### src/rtl/ccp_pkg.sv
package ccp_pkg;

    localparam int PTV_W  = 3;
    localparam int DIV_W  = 1 << PTV_W;
    localparam int SYNC_N = 2;

    typedef enum logic [1:0] {
        CAP_OFF  = 2'd0,
        CAP_RISE = 2'd1,
        CAP_FALL = 2'd2,
        CAP_BOTH = 2'd3
    } capm_e;

    typedef enum logic [1:0] {
        TRG_NONE    = 2'd0,
        TRG_OVF     = 2'd1,
        TRG_OVF_MAT = 2'd2,
        TRG_RSV     = 2'd3
    } trg_e;

    typedef enum logic [1:0] {
        SLOT_IDLE = 2'd0,
        SLOT_ONE  = 2'd1,
        SLOT_DONE = 2'd2
    } slot_e;

    typedef struct packed {
        logic             pin_in;
        logic             cap_sec;
        logic             toggle;
        trg_e             trg;
        capm_e            capm;
        logic             idle_hi;
        logic             cmp_en;
        logic             pre_en;
        logic [PTV_W-1:0] ptv;
        logic             reload;
        logic             start;
    } ctl_t;

    function automatic logic [DIV_W-1:0] div_limit(input logic [PTV_W-1:0] code);
        logic [DIV_W:0] span;
        logic [DIV_W:0] lim;
        span = (DIV_W+1)'(1) << (32'(code) + 1);
        lim  = span - (DIV_W+1)'(1);
        return lim[DIV_W-1:0];
    endfunction

    function automatic logic trg_active(input trg_e t);
        return (t == TRG_OVF) || (t == TRG_OVF_MAT);
    endfunction

    function automatic logic trg_hits(input trg_e t, input logic wrap, input logic hit);
        return ((t == TRG_OVF) && wrap) || ((t == TRG_OVF_MAT) && (wrap || hit));
    endfunction

endpackage

### src/rtl/ccp_prescaler.sv
module ccp_prescaler
    import ccp_pkg::*;
(
    input  logic             clk,
    input  logic             rst,
    input  logic             run,
    input  logic             pre_en,
    input  logic [PTV_W-1:0] ptv,
    output logic             tick
);
    logic [DIV_W-1:0] div_q;
    logic [DIV_W-1:0] lim;

    always_comb begin
        lim  = div_limit(ptv);
        tick = run && (!pre_en || (div_q == lim));
    end

    always_ff @(posedge clk) begin
        if (rst || !run || tick) div_q <= '0;
        else                     div_q <= div_q + DIV_W'(1);
    end

    // after a divided tick, the next clock cannot tick again (limit >= 1)
    assert_tick_gap_R3: assert property (@(posedge clk) disable iff (rst)
        (tick && pre_en) |=> !(tick && pre_en));

endmodule

### src/rtl/ccp_counter.sv
module ccp_counter #(
    parameter int CNT_W = 32
) (
    input  logic             clk,
    input  logic             rst,
    input  logic             start,
    input  logic             reload,
    input  logic             cmp_en,
    input  logic             tick,
    input  logic             wr_en,
    input  logic [CNT_W-1:0] wr_val,
    input  logic             trg_wr,
    input  logic [CNT_W-1:0] load_val,
    input  logic [CNT_W-1:0] match_val,
    output logic [CNT_W-1:0] count,
    output logic             run,
    output logic             wrap,
    output logic             hit,
    output logic             ev_ovf,
    output logic             ev_match
);
    logic [CNT_W-1:0] count_q, nxt;
    logic             halt_q, step;

    always_comb begin
        run  = start && !halt_q;
        step = tick && !wr_en && !trg_wr;
        wrap = step && (&count_q);
        if (wr_en)       nxt = wr_val;
        else if (trg_wr) nxt = load_val;
        else if (wrap)   nxt = reload ? load_val : '0;
        else if (step)   nxt = count_q + CNT_W'(1);
        else             nxt = count_q;
        hit = cmp_en && step && (nxt == match_val);
    end

    always_ff @(posedge clk) begin
        if (rst) begin
            count_q  <= '0;
            halt_q   <= 1'b0;
            ev_ovf   <= 1'b0;
            ev_match <= 1'b0;
        end else begin
            count_q  <= nxt;
            ev_ovf   <= wrap;
            ev_match <= hit;
            if (!start)              halt_q <= 1'b0;
            else if (wrap && !reload) halt_q <= 1'b1;
        end
    end

    assign count = count_q;

    assert_hold_R2: assert property (@(posedge clk) disable iff (rst)
        (!start && !wr_en && !trg_wr) |=> $stable(count));
    assert_reload_R4: assert property (@(posedge clk) disable iff (rst)
        (wrap && reload) |=> (count == $past(load_val)) && ev_ovf);
    assert_oneshot_R5: assert property (@(posedge clk) disable iff (rst)
        (wrap && !reload) |=> (count == '0) && !run);
    assert_write_R6: assert property (@(posedge clk) disable iff (rst)
        wr_en |=> (count == $past(wr_val)) && !ev_ovf && !ev_match);

endmodule

### src/rtl/ccp_capture.sv
module ccp_capture
    import ccp_pkg::*;
#(
    parameter int CNT_W = 32
) (
    input  logic             clk,
    input  logic             rst,
    input  logic             cap_in,
    input  capm_e            mode,
    input  logic             second,
    input  logic             clr,
    input  logic [CNT_W-1:0] count,
    output logic [CNT_W-1:0] cap1,
    output logic [CNT_W-1:0] cap2,
    output logic             ev_cap
);
    logic [SYNC_N-1:0] sync_q;
    logic              prev_q, rise, fall, edge_ev;
    slot_e             slot_q;

    always_ff @(posedge clk) begin
        if (rst) sync_q[0] <= 1'b0;
        else     sync_q[0] <= cap_in;
    end

    for (genvar g = 1; g < SYNC_N; g++) begin : g_sync
        always_ff @(posedge clk) begin
            if (rst) sync_q[g] <= 1'b0;
            else     sync_q[g] <= sync_q[g-1];
        end
    end

    always_comb begin
        rise = sync_q[SYNC_N-1] && !prev_q;
        fall = !sync_q[SYNC_N-1] && prev_q;
        case (mode)
            CAP_RISE: edge_ev = rise;
            CAP_FALL: edge_ev = fall;
            CAP_BOTH: edge_ev = rise || fall;
            default:  edge_ev = 1'b0;
        endcase
    end

    always_ff @(posedge clk) begin
        if (rst) begin
            prev_q <= 1'b0;
            slot_q <= SLOT_IDLE;
            cap1   <= '0;
            cap2   <= '0;
            ev_cap <= 1'b0;
        end else begin
            prev_q <= sync_q[SYNC_N-1];
            ev_cap <= 1'b0;
            if (clr) begin
                slot_q <= SLOT_IDLE;
            end else if (edge_ev && slot_q != SLOT_DONE) begin
                if (!second) begin
                    cap1   <= count;
                    ev_cap <= 1'b1;
                    slot_q <= SLOT_DONE;
                end else if (slot_q == SLOT_IDLE) begin
                    slot_q <= SLOT_ONE;
                end else begin
                    cap2   <= count;
                    ev_cap <= 1'b1;
                    slot_q <= SLOT_DONE;
                end
            end
        end
    end

    assert_off_R8: assert property (@(posedge clk) disable iff (rst)
        (mode == CAP_OFF) |=> !ev_cap);
    assert_single_R9: assert property (@(posedge clk) disable iff (rst)
        (ev_cap && !clr) |=> !ev_cap);

endmodule

### src/rtl/ccp_wave.sv
module ccp_wave
    import ccp_pkg::*;
(
    input  logic clk,
    input  logic rst,
    input  logic run,
    input  logic tick,
    input  logic toggle,
    input  trg_e trg,
    input  logic idle_hi,
    input  logic wrap,
    input  logic hit,
    output logic pwm_out
);
    logic inv_q, active, evt;

    always_comb begin
        active  = run && trg_active(trg);
        evt     = trg_hits(trg, wrap, hit);
        pwm_out = active ? (idle_hi ^ inv_q) : idle_hi;
    end

    always_ff @(posedge clk) begin
        if (rst || !active) inv_q <= 1'b0;
        else if (tick)      inv_q <= toggle ? (inv_q ^ evt) : evt;
    end

    assert_idle_R10: assert property (@(posedge clk) disable iff (rst)
        !active |=> !inv_q);
    assert_pulse_R11: assert property (@(posedge clk) disable iff (rst)
        (active && tick && !toggle && evt) |=> inv_q);
    assert_toggle_R12: assert property (@(posedge clk) disable iff (rst)
        (active && tick && toggle && evt) |=> (inv_q != $past(inv_q)));

endmodule

### src/rtl/ccp_timer_core.sv
module ccp_timer_core
    import ccp_pkg::*;
#(
    parameter int CNT_W = 32
) (
    input  logic             clk,
    input  logic             rst,
    input  logic [14:0]      ctl_word,
    input  logic [CNT_W-1:0] load_val,
    input  logic [CNT_W-1:0] match_val,
    input  logic             cnt_wr_en,
    input  logic [CNT_W-1:0] cnt_wr_val,
    input  logic             trig_wr,
    input  logic             cap_in,
    input  logic             cap_clr,
    output logic [CNT_W-1:0] count,
    output logic [CNT_W-1:0] cap_first,
    output logic [CNT_W-1:0] cap_second,
    output logic             pwm_out,
    output logic             pin_is_input,
    output logic             ev_match,
    output logic             ev_ovf,
    output logic             ev_cap
);
    ctl_t ctl;
    logic run, tick, wrap, hit;

    assign ctl          = ctl_t'(ctl_word);
    assign pin_is_input = ctl.pin_in;

    ccp_prescaler u_pre (
        .clk(clk), .rst(rst), .run(run), .pre_en(ctl.pre_en),
        .ptv(ctl.ptv), .tick(tick)
    );

    ccp_counter #(.CNT_W(CNT_W)) u_cnt (
        .clk(clk), .rst(rst), .start(ctl.start), .reload(ctl.reload),
        .cmp_en(ctl.cmp_en), .tick(tick), .wr_en(cnt_wr_en),
        .wr_val(cnt_wr_val), .trg_wr(trig_wr), .load_val(load_val),
        .match_val(match_val), .count(count), .run(run), .wrap(wrap),
        .hit(hit), .ev_ovf(ev_ovf), .ev_match(ev_match)
    );

    ccp_capture #(.CNT_W(CNT_W)) u_cap (
        .clk(clk), .rst(rst), .cap_in(cap_in), .mode(ctl.capm),
        .second(ctl.cap_sec), .clr(cap_clr), .count(count),
        .cap1(cap_first), .cap2(cap_second), .ev_cap(ev_cap)
    );

    ccp_wave u_wave (
        .clk(clk), .rst(rst), .run(run), .tick(tick), .toggle(ctl.toggle),
        .trg(ctl.trg), .idle_hi(ctl.idle_hi), .wrap(wrap), .hit(hit),
        .pwm_out(pwm_out)
    );

    assert_dir_R13: assert property (@(posedge clk) disable iff (rst)
        pin_is_input == ctl_word[14]);

endmodule

### config.mk
export PLATFORM = sky130hd
export DESIGN_NAME = ccp_timer_core
export DESIGN_NICKNAME = d
export VERILOG_FILES = /design/src/rtl/ccp_pkg.sv /design/src/rtl/ccp_prescaler.sv /design/src/rtl/ccp_counter.sv /design/src/rtl/ccp_capture.sv /design/src/rtl/ccp_wave.sv /design/src/rtl/ccp_timer_core.sv
export SDC_FILE = /design/constraint.sdc
export NUM_CORES = 1
export LEC_CHECK = 0
export ABC_CLOCK_PERIOD_IN_PS = 6300
export BUFFER_PORTS_ARGS = -buffer_cell sky130_fd_sc_hd__buf_2
export CAP_MARGIN = 10
export CELL_PAD_IN_SITES_DETAIL_PLACEMENT = 0
export CELL_PAD_IN_SITES_GLOBAL_PLACEMENT = 1
export CORE_MARGIN = 2
export CORE_UTILIZATION = 34
export CTS_BUF_LIST = sky130_fd_sc_hd__clkbuf_16
export CTS_CLUSTER_SIZE = 24
export DETAILED_ROUTE_END_ITERATION = 16
export PLACE_DENSITY_LB_ADDON = 0.1
export SLEW_MARGIN = 10
export SYNTH_ARGS = -nofsm -noshare
export SYNTH_HDL_FRONTEND = slang
export SYNTH_HIERARCHICAL = 1
export SYNTH_SLANG_ARGS = --single-unit
### constraint.sdc
create_clock -name clk -period 6.3 [get_ports clk]
set_input_delay 0.315 -clock clk [delete_from_list [all_inputs] [get_ports clk]]
set_output_delay 0.315 -clock clk [all_outputs]
set_load 0.02 [all_outputs]
Yosys cells after proc, flatten, opt, wreduce, memory -nomap -nowiden
Cells that the tools add are included.
W data, S select, Z words.
{ "totals": {"regBits": 114, "in_bits": 117, "output_inout_bits": 101, "wordCells": 83} }
{ "op_classes": {"addsub": 4, "n_eq_ne": 8, "shift": 1, "mux": 12, "n_bitwise": 7, "n_reduce_logical": 38} }
{ "ops": {"columns": ["op", "count"], "rows": [
  ["$mux W32", 5],
  ["$add A32 B1 Y32 const B", 1],
  ["$eq A32 B32 Y1", 1],
  ["$reduce_and A32 Y1", 1],
  ["$shl A1 B32 Y8 const A", 1],
  ["$logic_and A1 B1 Y1", 14],
  ["$logic_not A1 Y1", 9],
  ["$add A8 B1 Y8 const B", 1],
  ["$eq A8 B8 Y1", 1],
  ["$logic_or A1 B1 Y1", 8],
  ["$sub A8 B1 Y8 const B", 1],
  ["$eq A2 B2 Y1 const B", 3],
  ["$not A1 Y1", 5],
  ["$add A3 B1 Y4 const B", 1],
  ["$eq A2 B1 Y1 const B", 2],
  ["$mux W1", 4],
  ["$mux W2", 2],
  ["$reduce_and A4 Y1", 1],
  ["$reduce_or A2 Y1", 2],
  ["$pmux W1 S3", 1],
  ["$reduce_and A3 Y1", 1],
  ["$reduce_or A3 Y1", 1],
  ["$logic_not A2 Y1", 1],
  ["$ne A2 B2 Y1 const B", 1],
  ["$xor A1 B1 Y1", 2]
]} }

Logic depth before layout (Yosys ltp)
Gate-level depths: netlist of run 1.
{ "logic_depth": {"ltp_word": 19, "depth_mapped": 24, "ltp_nobuf": 20} }

By module
Netlist of run 1, hierarchy kept.
{ "by_module_without_submodules": {"columns": ["module", "n_inst", "cells_per_inst", "area_each_um2", "seq_area_each_um2"], "rows": [
  ["ccp_counter", 1, 427, 3133.0, 700.7],
  ["ccp_capture", 1, 318, 2951.6, 1401.3],
  ["ccp_prescaler", 1, 65, 568.0, 160.2],
  ["ccp_wave", 1, 15, 125.1, 20.0],
  ["ccp_timer_core", 1, 1, 7.5, 0.0]
]} }

Worst setup path after synthesis of run 1
OpenSTA, ideal clock, no wires.
{ "synth_timing": {"kind": "input-to-reg", "from": "input port ctl_word[3]", "to": "register u_wave.inv_q", "setup_time_ns": 0.103, "arrival_time_ns": 5.935, "required_time_ns": 6.197, "path_slack_ns": 0.262, "stages": 23, "n_path_buf": 4, "path_cell_list": "buf_2 > or3_1 > ha_1 > xnor2_1 > or4_1 > a31o_1 > a2111oi_4 > o21a_1 > nand4bb_1 > buf_2 > or3_1 > buf_2 > or3_1 > buf_6 > o21ai_4 > o21a_2 > o221ai_2 > or4_1 > nor4_1 > and4_1 > nand2_1 > a221o_1 > a2111oi_2"} }
{ "synth_via": {"elab_chain_cells": 19, "elab_cells_between_ends": 22, "cone_classes": "2 x add/sub; 2 x eq/ne; 1 x shift; 5 x mux; 1 x bitwise; 11 x reduce/logical"} }
{ "synth_rtl": {"columns": ["element", "line_no", "text"], "rows": [
  ["from (decl)", "ccp_timer_core.sv:8", "input logic [14:0] ctl_word,"],
  ["$add A3 B1 Y4 *", "ccp_pkg.sv:44", "span = (DIV_W+1)'(1) << (32'(code) + 1);"],
  ["$shl A1 B32 Y8 *", "ccp_pkg.sv:44", null],
  ["$sub A8 B1 Y8 *", "ccp_pkg.sv:45", "lim = span - (DIV_W+1)'(1);"],
  ["$eq A8 B8 Y1 *", "ccp_prescaler.sv:16", "tick = run && (!pre_en || (div_q == lim));"],
  ["$logic_or A1 B1 Y1 *", "ccp_prescaler.sv:16", null],
  ["$logic_and A1 B1 Y1 *", "ccp_prescaler.sv:16", null],
  ["via tick", "ccp_timer_core.sv:26", "logic run, tick, wrap, hit;"],
  ["$logic_and A1 B1 Y1 * (2 in series)", "ccp_counter.sv:27", "step = tick && !wr_en && !trg_wr;"],
  ["[4 not listed]", null, null],
  ["$eq A32 B32 Y1", "ccp_counter.sv:34", "hit = cmp_en && step && (nxt == match_val);"],
  ["$logic_and A1 B1 Y1 *", "ccp_counter.sv:34", null],
  ["via hit", "ccp_timer_core.sv:26", null],
  ["$logic_or A1 B1 Y1 *", "ccp_pkg.sv:54", "return ((t == TRG_OVF) && wrap) || ((t == TRG_OVF_MAT) && (wrap || hit));"],
  ["$logic_and A1 B1 Y1 *", "ccp_pkg.sv:54", null],
  ["$logic_or A1 B1 Y1 *", "ccp_pkg.sv:54", null],
  ["$xor A1 B1 Y1", "ccp_wave.sv:25", "else if (tick) inv_q <= toggle ? (inv_q ^ evt) : evt;"],
  ["$mux W1 *", "ccp_wave.sv:25", null],
  ["to (signal assigned)", "ccp_wave.sv:25", null],
  ["to (decl)", "ccp_wave.sv:15", "logic inv_q, active, evt;"]
]} }
Mark *: on every way through the listed nets, which the timed path passes. The rest lies on a longest branch.
A chain may end at the register's enable or synchronous reset.

Worst setup path in the final report of run 1
Ends and elaborated chain as after synthesis.

==> results of run 1 <==
==> cell type report <==
class / count / share of cell area
Multi-Input combinational cell: 630 / 0.470
Sequential cell: 114 / 0.258
Timing Repair Buffer: 256 / 0.157
Clock buffer: 17 / 0.0481
Tap cell: 265 / 0.0375
Clock inverter: 15 / 0.0190
Inverter: 24 / 0.0102
Antenna cell: 2 / 0.000566
==> cells by family after synthesis <==
kind of cell / Yosys count
compound gates: 200
xor+xnor: 49
fa+ha+maj: 7
buf+inv: 82
flops: 114
mux: 42
other cells: 1
simple gates: 331
==> cells in the final DEF (no fill, tap or decap), types with 15 or more instances in the layout <==
cell type	count
mux2i_1	40
o21ai_1	15
buf_4	42
xnor2_1	21
nor4_1	19
nand2_1	46
nand4_1	18
nand2b_1	68
o21ai_0	38
nand3_1	57
nor2_1	52
a21oi_1	55
inv_1	26
clkbuf_16	17
xor2_1	28
dfxtp_1	114
buf_2	214
==> registers in the layout (all words and copies together), names as in the netlist, 2 cells and up <==
register	count
u_cap/cap1	32
u_cap/cap2	32
u_cap/slot_q	2
u_cap/sync_q	2
u_cnt/count	32
u_pre/div_q	8
==> worst min path at each step <==
| stage | endpoint | slack, ns | cells past startpoint |
|---|---|---|---|
| after floorplan | u_wave/inv_q$_SDFFE_PP0P_ | 0.38 | 1 |
| after global placement | u_cap/sync_q[1]$_SDFF_PP0_ | 0.42 | 1 |
| after detailed placement | u_cap/sync_q[1]$_SDFF_PP0_ | 0.43 | 1 |
| after CTS | u_cap/sync_q[0]$_SDFF_PP0_ | 0.1 | 2 |
| after global routing | u_cap/sync_q[0]$_SDFF_PP0_ | 0.11 | 2 |
| final | u_cap/sync_q[0]$_SDFF_PP0_ | 0.12 | 2 |
==> metal layers <==
layer,track usage,wire (um)
met4,0.0990,747
met2,0.393,12500
met3,0.0651,1810
met5,0,0
met1,0.339,12500
==> power by group <==
group | leakage (nW) | internal, mW | switching [mW]
registers | 0.926 | 0.738 | 0.0434
logic | 2.35 | 0.116 | 0.164
clock network | 0.290 | 0.619 | 0.373
==> Yosys cell counts, drive strengths merged, types with 3 or more instances <==
cell	count
xnor2	21
nor4	20
o2111ai	3
o221ai	3
and3	7
and4	5
a221o	3
nand2	46
nor2	52
or3	6
and2	3
o21a	6
nor3b	4
mux2i	40
o41ai	4
xor2	28
dfxtp	114
nand4	18
buf	20
o211ai	5
or2	3
nand3	57
nor2b	10
nor3	13
ha	7
a31oi	7
a22oi	8
o21ai	54
a21oi	56
clkbuf	38
inv	24
a211oi	3
nand2b	70
a222oi	3
a2111oi	4
o31ai	7
or4	9
==> per-stage QoR <==
stage	total power [mW]	instance area, um2
6_report	2.05	8840
5_1_grt	2.13	8840
4_1_cts	2.07	8830
3_5_place_dp	1.07	8240
3_3_place_gp	1.08	8240
2_1_floorplan	0.934	6790
==> flow_summary.toml, run 1 <==
[critical_path]
regToRegSetupSlack_ns = 0.60
path_depth = 21
slowest_stage = "a221oi_1"
arrival_ns = 6.30
cp-start-kind = "primary input"
cpLargestDelayFamily = "simple AND/OR/NAND/NOR gates"
rr_worst_depth = 18
crit_path_end_kind = "register"
reg2reg_from = "u_pre/div_q[2]$_SDFF_PP0_"
timing.rr.end = "u_wave/inv_q$_SDFFE_PP0P_"
critPathBufInv = 2
cp_max_fo = 9
critPathCapture = "u_wave/inv_q$_SDFFE_PP0P_"
critical_path_class = "in2reg"
max_stage_delay_ns = 0.71
startpoint = "ctl_word[3]"
required_ns = 6.61
path_cells = "buf_2 > or3_1 > ha_1 > xnor2_1 > or4_1 > a31o_1 > a2111oi_4 > o21a_1 > nand4bb_1 > buf_4 > nor4_1 > xor2_1 > a221oi_1 > or2_2 > o221ai_2 > or4_1 > nor4_1 > and4_1 > nand2_1 > a221o_1 > a2111oi_2"

[routing]
vias_per_cell = 5.44
wl_per_cell_um = 20.8
drt_iter0_drc = 559
totalWireLength_um = 27500
ant_nets = 0
vias = 7201
first_pass_iters = 5
drc = 0

[hold_path]
hold_path.class = "in2reg"
min_from = "cap_in"

[synthesis]
netlist-cell-type-count = 86
synth_nets = 950
synth-main-ff-cell = "dfxtp_1"
synthTopCellsByArea = "dfxtp_1 34%, nand2b_1 6.3%, mux2i_1 5.9%"
avgSynthCellArea_um2 = 8.21
synth-seq-cells = 114
syn_area_um2 = 6790
netlist_instances = 826
synth-seq-area-share = 0.336
synthAdderAreaFrac = 0.0129
synth_compound_area_frac = 0.204
synth-xor-area-share = 0.0632
synth_top_family_by_area = "simple AND/OR/NAND/NOR gates"
synth.area.mux_share = 0.0623
synth_edf_count = 0
yosys_warnings = 6
yosysTopAreaCell = "dfxtp_1"
synthSimpleGateAreaFrac = 0.268
yosysTopAreaCellShare = 0.336
async_flop_share = 0

[floorplanning]
initial_utilization = 0.347
placeableCoreArea_um2 = 19500
die_h_um = 145
core.rowCount = 51
die-area_um2 = 21100
ios = 218
die_w_um = 145

[clock_network]
cts.sinks = 114
cts_buffers = 17
cts_resized = 0
clk_path_buf_depth = 2
h-tree-depth = 4
clkTransAtPathRegs_ns = 0.06
post_cts_buffers = 0
cts_tree = "built"
cts_root_buf = "clkbuf_16"
cts_hold_buffers = 0
clock_latency_ns = 0.42

[timing]
setup_ws_ns = 0.313
fmax_mhz = 167
min_period_ns = 5.99
setup-violations-final = 0
post-route-period-util = 0.950
hold_viol = 0
relSlewSlack = 0.223
fin_worst_skew_ns = 0.00914
tns_ns = 0
worstMarginPinSlew_ns = 1.17
hold_ws_ns = 0.118
rsz0062_at_grt = "false"
finalMaxSlewViolations = 0

[global_route]
grt_max_degree = 90
grt_pass1_wl_um = 41500
antenna_found_initial = 2
grt_overflow = 0
grt.total_usage = 0.254
grt_pass1_vias = 7001

[finish]
layoutNonFillerInstCount = 1323
num-fill-cells = 2083
seq_area_um2 = 2280
fin_util = 0.453
area_growth_pct = 30.3
drive_gt1_frac = 0.290
fin_nets = 1167
multi_input_area_um2 = 4150

[power_and_ir_drop]
pwr_density_cell_nw_per_um2 = 232
ir_drop_uv = 182
leakage_nw = 3.57

[place]
dp_hpwl_um = 20000
place_congestion = 0.905
port_buffers = 215
place_inst = 1289
place_worst_setup_slack_ns = 0.0421

[job]
max_cap_violations = 0

[run_status]
outcome = "finished, final reports clean"
No activity file was read; power rests on OpenSTA's default activity.
==> inputs of run 2 (changes only) <==
Settings changed: ABC_CLOCK_PERIOD_IN_PS 6300 to 5700, CORE_UTILIZATION 34 to 37.
Clock period 6.3 ns to 5.7 ns, I/O delays scaled along.
==> run 2 against run 1 <==
Against the previous run:
- sequential power increased by 9.6%
- clock power increased by 15%
- hold slack got worse by 0.034 ns
- sequential share of layout area decreased by 0.79 points
- highest routed layer unchanged
- via count increased by 1.4%
- largest power group unchanged
- global-route usage increased by 1.7 points
- total power increased by 13%
==> flow_summary.toml, run 2 (same netlist as run 1, synthesis figures left out) <==
[run_status]
outcome = "finished, final reports clean"

[finish]
num-fill-cells = 1821
final_cell_mix = "214 x buf_2, 114 x dfxtp_1, 72 x buf_4"
layoutNonFillerInstCount = 1315
fin_nets = 1197
mostFrequentLayoutCell = "buf_2"
diodes = 0
seq_area_um2 = 2280
area_growth_pct = 34.4
drive_gt1_frac = 0.320
multi_input_area_um2 = 4230

[timing]
rsz0062_at_grt = "false"
min_period_ns = 5.41
finalMaxSlewViolations = 0
worstMarginPinSlew_ns = 1.21
hold_ws_ns = 0.0846
fin_worst_skew_ns = 0.0110
fmax_mhz = 185
setup-violations-final = 0
hold_viol = 0
relSlewSlack = 0.195
post-route-period-util = 0.949

[clock_network]
cts_resized = 0
cts_tree = "built"
clock_latency_ns = 0.42
post_cts_buffers = 0
clk_path_buf_depth = 2
h-tree-depth = 4
cts.sinks = 114
cts_buffers = 17
clkTransAtPathRegs_ns = 0.06
cts_root_buf = "clkbuf_16"
cts_hold_buffers = 0

[place]
port_buffers = 215
dp_hpwl_um = 19900
place_congestion = 0.919
place_inst = 1283

[critical_path]
reg2reg_from = "u_pre/div_q[3]$_SDFF_PP0_"
max_stage_delay_ns = 0.54
cp-start-kind = "primary input"
critical_path_class = "in2reg"
startpoint = "ctl_word[3]"
cp_max_fo = 4
crit_path_end_kind = "register"
critPathBufInv = 2
slowest_stage = "or4_1"
path_cells = "buf_2 > or3_4 > ha_4 > xnor2_1 > or4_1 > a31o_1 > a2111oi_4 > o21a_2 > nand4bb_1 > or4_1 > buf_4 > or4_1 > nand3_1 > o211ai_1 > and3_1 > or4_1 > nor4_2 > and4_1 > nand2_1 > a221o_1 > a2111oi_2"
arrival_ns = 5.72
cpLargestDelayFamily = "simple AND/OR/NAND/NOR gates"
crit_top_cell = "or4_1"
regToRegSetupSlack_ns = 0.44
required_ns = 6.01

[power_and_ir_drop]
pwr_density_cell_nw_per_um2 = 254
ir_drop_uv = 227
leakage_nw = 3.77

[global_route]
grt_overflow = 0
antenna_found_initial = 0
grt_pass1_vias = 7152
grt_pass1_wl_um = 41300
grt_max_degree = 74
grt.total_usage = 0.270

[floorplanning]
placeableCoreArea_um2 = 18000
core.rowCount = 49
die-area_um2 = 19400
die_w_um = 139
die_h_um = 139
initial_utilization = 0.378
ios = 218

[routing]
ant_nets = 0
drc = 0
vias = 7301
totalWireLength_um = 26900
wl_per_cell_um = 20.5
drt_iter0_drc = 507
vias_per_cell = 5.55
first_pass_iters = 5

[hold_path]
min_from = "cap_in"
hold_path.class = "in2reg"

[job]
max_cap_violations = 0
run 2: layout make-up:
class | instances | area share
clock inverters | 15 | 0.0215
well taps | 229 | 0.0314
flip-flops and latches | 114 | 0.250
repair buffers | 286 | 0.177
multi-input cells | 630 | 0.464
inverters | 24 | 0.00988
clock buffers | 17 | 0.0466
run 2: power by group:
group	internal, mW	switching [mW]	leakage [nW]
combinational	0.140	0.190	2.54
sequential	0.815	0.0408	0.926
clock	0.701	0.435	0.307
run 2: worst register-to-register path: cells and delay by family, from the launching register on:
family | cells | cell delay [ns]
flip-flops | 1 | 0.38
AO/OA/AOI/OAI | 6 | 1.51
AND/OR/NAND/NOR | 10 | 3.08
buffers and inverters | 1 | 0.20
run 2: final timing paths:
kind                                 to  cells past startpoint
min          u_cap/sync_q[0]$_SDFF_PP0_                      2
max           u_wave/inv_q$_SDFFE_PP0P_                     21
max reg2reg   u_wave/inv_q$_SDFFE_PP0P_                     17
min reg2reg  u_cap/sync_q[1]$_SDFF_PP0_                      1
run 2: metal layers:
layer,wire [um],vias up,GRT usage
li1,-,3503,-
met1,12300,3482,0.371
met2,12400,284,0.433
met3,1660,32,0.0451
met4,541,0,0.0883
met5,0,-,0
run 2: through the flow:
step / setup slack [ns] / util / area (um2) / TNS, ns / power (mW)
6_report: 0.291 / 0.508 / 9120 / 0 / 2.32
5_1_grt: 0.0302 / 0.508 / 9120 / 0 / 2.40
4_1_cts: 0.202 / 0.507 / 9100 / 0 / 2.33
3_5_place_dp: -0.198 / 0.472 / 8480 / -0.198 / 1.20
3_3_place_gp: -0.0626 / 0.472 / 8480 / -0.0626 / 1.20
2_1_floorplan: 0.501 / - / 6850 / 0 / 1.04
